==> src/rtl/shrb_pkg.sv <==
package shrb_pkg;
  localparam int BUSY_BIT = 31;
  localparam int ERR_BIT  = 30;
  localparam int OP_HI    = 29;
  localparam int OP_LO    = 28;

  localparam logic [1:0] OP_READ  = 2'd2;
  localparam logic [1:0] OP_WRITE = 2'd3;

  typedef enum logic [1:0] {
    ST_IDLE  = 2'd0,
    ST_READ  = 2'd1,
    ST_WRITE = 2'd2
  } bridgeState_e;

  typedef struct packed {
    logic latchCmd;
    logic clrErr;
    logic setErr;
    logic loadHost;
    logic loadRd;
  } bridgeStrobes_t;
endpackage

==> src/rtl/shrb_ctrl.sv <==
module shrb_ctrl
  import shrb_pkg::*;
#(
  parameter int HOST_AW = 12,
  parameter logic [HOST_AW-1:0] CTRL_OFF = 12'h0EC,
  parameter logic [HOST_AW-1:0] DATA_OFF = 12'h0F4
) (
  input  logic               clk,
  input  logic               rstN,
  input  logic [HOST_AW-1:0] hostAddr,
  input  logic               hostWrEn,
  input  logic [31:0]        hostWrData,
  input  logic               shrReady,
  output bridgeStrobes_t     strobes,
  output logic               busy,
  output logic               shrRdEn,
  output logic               shrWrEn
);
  bridgeState_e state, stateNext;
  logic ctrlWr, dataWr;
  logic [1:0] cmdOp;

  assign ctrlWr = hostWrEn && (hostAddr == CTRL_OFF);
  assign dataWr = hostWrEn && (hostAddr == DATA_OFF);
  assign cmdOp  = hostWrData[OP_HI:OP_LO];
  assign busy   = (state != ST_IDLE);
  assign shrRdEn = (state == ST_READ);
  assign shrWrEn = (state == ST_WRITE);

  always_comb begin
    strobes.latchCmd = ctrlWr && !busy;
    strobes.clrErr   = ctrlWr && !busy && hostWrData[ERR_BIT];
    strobes.setErr   = ctrlWr && busy;
    strobes.loadHost = dataWr && !busy;
    strobes.loadRd   = (state == ST_READ) && shrReady;
  end

  always_comb begin
    stateNext = state;
    unique case (state)
      ST_IDLE: begin
        if (strobes.latchCmd && cmdOp == OP_READ)       stateNext = ST_READ;
        else if (strobes.latchCmd && cmdOp == OP_WRITE) stateNext = ST_WRITE;
      end
      ST_READ, ST_WRITE: if (shrReady) stateNext = ST_IDLE;
      default: stateNext = ST_IDLE;
    endcase
  end

  always_ff @(posedge clk) begin
    if (!rstN) state <= ST_IDLE;
    else       state <= stateNext;
  end
endmodule

==> src/rtl/shrb_datapath.sv <==
module shrb_datapath
  import shrb_pkg::*;
#(
  parameter int HOST_AW = 12,
  parameter int OFF_W   = 16,
  parameter logic [HOST_AW-1:0] CTRL_OFF = 12'h0EC,
  parameter logic [HOST_AW-1:0] DATA_OFF = 12'h0F4
) (
  input  logic               clk,
  input  logic               rstN,
  input  bridgeStrobes_t     strobes,
  input  logic               busy,
  input  logic [HOST_AW-1:0] hostAddr,
  input  logic [31:0]        hostWrData,
  input  logic [31:0]        shrRdData,
  output logic [31:0]        hostRdData,
  output logic [OFF_W-1:0]   shrAddr,
  output logic [31:0]        shrWrData
);
  localparam int PAD_W = OP_LO - OFF_W;

  logic [OFF_W-1:0] offsetReg;
  logic [1:0]       opReg;
  logic             errReg;
  logic [31:0]      dataReg;
  logic [31:0]      ctrlView;

  always_ff @(posedge clk) begin
    if (!rstN) begin
      offsetReg <= '0;
      opReg     <= '0;
      errReg    <= 1'b0;
      dataReg   <= '0;
    end else begin
      if (strobes.latchCmd) begin
        offsetReg <= hostWrData[OFF_W-1:0];
        opReg     <= hostWrData[OP_HI:OP_LO];
      end
      if (strobes.setErr)      errReg <= 1'b1;
      else if (strobes.clrErr) errReg <= 1'b0;
      if (strobes.loadRd)        dataReg <= shrRdData;
      else if (strobes.loadHost) dataReg <= hostWrData;
    end
  end

  assign ctrlView  = {busy, errReg, opReg, {PAD_W{1'b0}}, offsetReg};
  assign shrAddr   = offsetReg;
  assign shrWrData = dataReg;

  always_comb begin
    if (hostAddr == CTRL_OFF)      hostRdData = ctrlView;
    else if (hostAddr == DATA_OFF) hostRdData = dataReg;
    else                           hostRdData = '0;
  end
endmodule

==> src/rtl/shared_reg_bridge.sv <==
module shared_reg_bridge
  import shrb_pkg::*;
#(
  parameter int HOST_AW = 12,
  parameter int OFF_W   = 16,
  parameter logic [HOST_AW-1:0] CTRL_OFF = 12'h0EC,
  parameter logic [HOST_AW-1:0] DATA_OFF = 12'h0F4
) (
  input  logic               clk,
  input  logic               rstN,
  input  logic [HOST_AW-1:0] hostAddr,
  input  logic               hostWrEn,
  input  logic [31:0]        hostWrData,
  output logic [31:0]        hostRdData,
  output logic [OFF_W-1:0]   shrAddr,
  output logic [31:0]        shrWrData,
  output logic               shrWrEn,
  output logic               shrRdEn,
  input  logic [31:0]        shrRdData,
  input  logic               shrReady
);
  bridgeStrobes_t strobes;
  logic busy;

  shrb_ctrl #(.HOST_AW(HOST_AW), .CTRL_OFF(CTRL_OFF), .DATA_OFF(DATA_OFF)) u_ctrl (
    .clk(clk), .rstN(rstN), .hostAddr(hostAddr), .hostWrEn(hostWrEn),
    .hostWrData(hostWrData), .shrReady(shrReady), .strobes(strobes),
    .busy(busy), .shrRdEn(shrRdEn), .shrWrEn(shrWrEn)
  );

  shrb_datapath #(.HOST_AW(HOST_AW), .OFF_W(OFF_W), .CTRL_OFF(CTRL_OFF),
                  .DATA_OFF(DATA_OFF)) u_dp (
    .clk(clk), .rstN(rstN), .strobes(strobes), .busy(busy),
    .hostAddr(hostAddr), .hostWrData(hostWrData), .shrRdData(shrRdData),
    .hostRdData(hostRdData), .shrAddr(shrAddr), .shrWrData(shrWrData)
  );
endmodule

==> config.mk <==
export PLATFORM = sky130hd
export DESIGN_NAME = shared_reg_bridge
export DESIGN_NICKNAME = d
export VERILOG_FILES = /design/src/rtl/shrb_pkg.sv /design/src/rtl/shrb_ctrl.sv /design/src/rtl/shrb_datapath.sv /design/src/rtl/shared_reg_bridge.sv
export SDC_FILE = /design/constraint.sdc
export NUM_CORES = 1
export LEC_CHECK = 0
export ABC_AREA = 1
export CAP_MARGIN = 10
export CORE_MARGIN = 5
export CORE_UTILIZATION = 42
export DETAILED_ROUTE_END_ITERATION = 8
export PLACE_DENSITY = 0.95
export SLEW_MARGIN = 20
export SYNTH_ARGS = -nofsm -noshare
export SYNTH_HDL_FRONTEND = slang
export SYNTH_SLANG_ARGS = --single-unit
==> constraint.sdc <==
create_clock -name clk -period 2.46 [get_ports clk]
set_input_delay 0.369 -clock clk [delete_from_list [all_inputs] [get_ports clk]]
set_output_delay 0.369 -clock clk [all_outputs]
set_load 0.01 [all_outputs]
==> results.toml <==
[setup_path]
required_ns = 2.09
cp.arrival_ns = 1.98
endpoint = "hostRdData[18]"
end_kind = "output pin"
crit_path_max_fanout = 12
r2r-start = "u_ctrl.state[0]"
reg2reg_to = "u_dp.shrWrData[27]"
crit_type = "in -> out"
critPathLaunch = "hostAddr[11]"
rrSetupSlack_ns = 0.52
r2r_cells = 9
critPathLaunchType = "input pin"

[run_status]
outcome = "finished, final reports clean"

[timing]
setup_slack_ns = 0.1097
worst_pin_slew_ns = 0.6025
clock.fmax_ghz = 0.4255
setup_viol = 0
slew_violations = 0
rsz0062_at_grt = "no"
timing.final.crit_period_ns = 2.350
finalSetupTns_ns = 0
worst_clock_skew_ns = 0.003506
max-slew-margin-rel_pct = 59.78
period_share_pct = 95.54
hold_violations = 0

[die]
die_area_um2 = 8527
pin_count = 162
die_h_um = 92.34
core_um2 = 6681
initial_utilization_pct = 42.62
num_rows = 30
die_w_um = 92.34

[clocking]
postCtsHoldBufs = 0
cts_tree = "yes"
ctsResizeCount = 35
clockBufferDepth = 2
postCtsSetupRepairBufs = 0
clock_latency_ns = 0.29
cts.sinks = 53
ctsRootBufferMaster = "clkbuf_8"
numCtsBuffers = 5
clk_pin_slew_ns = 0.09
htree_levels = 2

[grt]
grt_max_degree = 53
use_met2_pct = 41.15
grt_pass1_wl_mm = 15.66
grtUsageMet1_pct = 25.15
grt_use_met3_pct = 7.230
antenna_found_initial = 0
grt.busiest_layer = "met2"
grt_use_total_pct = 22.75
grt_pass1_vias = 3256
grt.overflow.total = 0

[routing]
wl_mm = 10.12
wire_per_inst_um = 16.38
firstDrtPassIters = 5
drc = 0
viasPerCell = 5.309
ant_nets = 0
drt_iter0_drc = 123
num_vias = 3281

[cells_and_area]
finalNetCount = 620
fin_cells = 618
drive_above_1_share_pct = 13.57
diodes = 0
postLayoutCellArea_um2 = 4668
syn2layout_area_growth_pct = 63.93
nFillCells = 541

[synthesis]
synth_area_per_cell_um2 = 7.594
synth_area_um2 = 2848
synth.distinct_cells = 24
synth_nets = 458
ys_seq_area_share_pct = 37.26
yosysWarnings = 0
ys_ff_latch = 53
synthCells = 375

[placement]
hpwl_mm = 7.707
gp_congestion = 0.8216
placed_cell_area_um2 = 4583
preCtsSetupSlack_ns = -0.2342
dp_cells = 610
io_buffers = 161

[power]
ir_drop_mv = 0.4228
power.density_nw_per_um2 = 567.7
leakagePower_nw = 1.926

[run]
cap_violations = 0

[min_path]
worst_hold_path_type = "reg -> reg"
per-layer routing:
layer | part of all wire, % | vias to the layer above | routed length (um)
li1 | - | 1585 | -
met1 | 39 | 1513 | 3902
met2 | 51 | 169 | 5162
met3 | 8.5 | 14 | 861
met4 | 1.9 | 0 | 196
met5 | 0 | - | 0
cells in the mapped netlist:
cell	number	area share, %
o21ai_2	1	0.31
nor3_2	1	0.35
o21ai_0	52	9.1
o21ai_1	19	3.3
nand2_2	3	0.66
inv_2	3	0.40
buf_1	3	0.40
nor2_4	2	0.79
nand2_1	19	2.5
buf_6	4	1.6
nand3_1	4	0.70
buf_2	12	2.1
nand3_4	1	0.62
mux2_2	32	13
a21oi_1	21	3.7
o22ai_1	18	4.0
ha_1	3	1.3
dfxtp_1	53	37
nand4_1	2	0.44
clkbuf_1	8	1.1
nor3b_1	12	3.2
inv_1	28	3.7
nor2_1	73	9.6
nand3b_1	1	0.26
placed cells by master, fill, tap and decap left out, types with 2 or more instances in the layout:
cell type        synthesis  routed
o22ai_1                 18      18
clkbuf_8                 0       6
nand3_1                  4       4
dlygate4sd2_1            0      32
inv_2                    3       3
o21ai_1                 19      19
clkdlybuf4s50_1          0     129
o21ai_0                 52      52
nand2_1                 19      18
nor2_4                   2       2
mux2_2                  32      32
nor3b_1                 12      12
ha_1                     3       3
nor2_1                  73      72
nand4_1                  2       2
buf_4                    0      19
dfxtp_1                 53      53
nand2_2                  3       4
a21oi_1                 21      21
inv_1                   28      28
cell type report:
class	count	area, um2	area share [%]
clock buffer	7	86.33	1.849
clock inverter	1	30.03	0.6433
inverter	31	116.4	2.493
multi-input combinational	264	1529	32.75
sequential	53	1061	22.73
tap	80	100.1	2.144
timing repair buffer	182	1745	37.39
power by group:
group | total [mW] | internal (mW) | switching [mW]
Sequential | 1.05 | 0.963 | 0.0836
Combinational | 1.00 | 0.529 | 0.473
Clock | 0.601 | 0.332 | 0.269
Total | 2.65 | 1.82 | 0.826
stage by stage:
stage | power (mW) | hold WS [ns] | utilization, %
5_1_grt | 2.807 | 0.4913 | 69.87
6_report | 2.650 | 0.4716 | 69.87
3_3_place_gp | 2.031 | 0.4475 | 68.60
3_5_place_dp | 2.062 | 0.4562 | 68.60
2_1_floorplan | 1.584 | 0.4366 | -
4_1_cts | 2.664 | 0.4703 | 69.87
state kept, by name (all words and copies together) (netlist names):
register,cells
u_dp.shrAddr,16
u_dp.shrWrData,32
u_ctrl.state,2
u_dp.errReg,1
u_dp.opReg,2
worst min-delay path by stage:
stage,startpoint,to,slack [ns],depth (start not counted)
2_1_floorplan,u_dp.opReg[1],u_dp.opReg[1],0.44,2
3_3_place_gp,u_dp.errReg,u_dp.errReg,0.45,2
3_5_place_dp,u_dp.errReg,u_dp.errReg,0.46,2
4_1_cts,u_dp.errReg,u_dp.errReg,0.47,2
5_1_grt,u_dp.opReg[1],u_dp.opReg[1],0.49,2
6_report,u_dp.errReg,u_dp.errReg,0.47,2
critical path: stages:
cell,delay [ns]
clkdlybuf4s50_1,0.39
nor2_1,0.12
nand2_1,0.10
nor2_2,0.16
nand2_2,0.11
buf_4,0.20
nor3b_1,0.21
dlygate4sd2_1,0.31
cell families after synthesis:
group,Yosys count,synth area share (%)
adder cells (fa/ha/maj),3,1.318
AND/OR/NAND/NOR,118,19.11
flip-flops,53,37.26
AO/OA/AOI/OAI,111,20.43
buffers and inverters,58,9.227
multiplexers,32,12.65
Power figures use the tool's default switching activity.
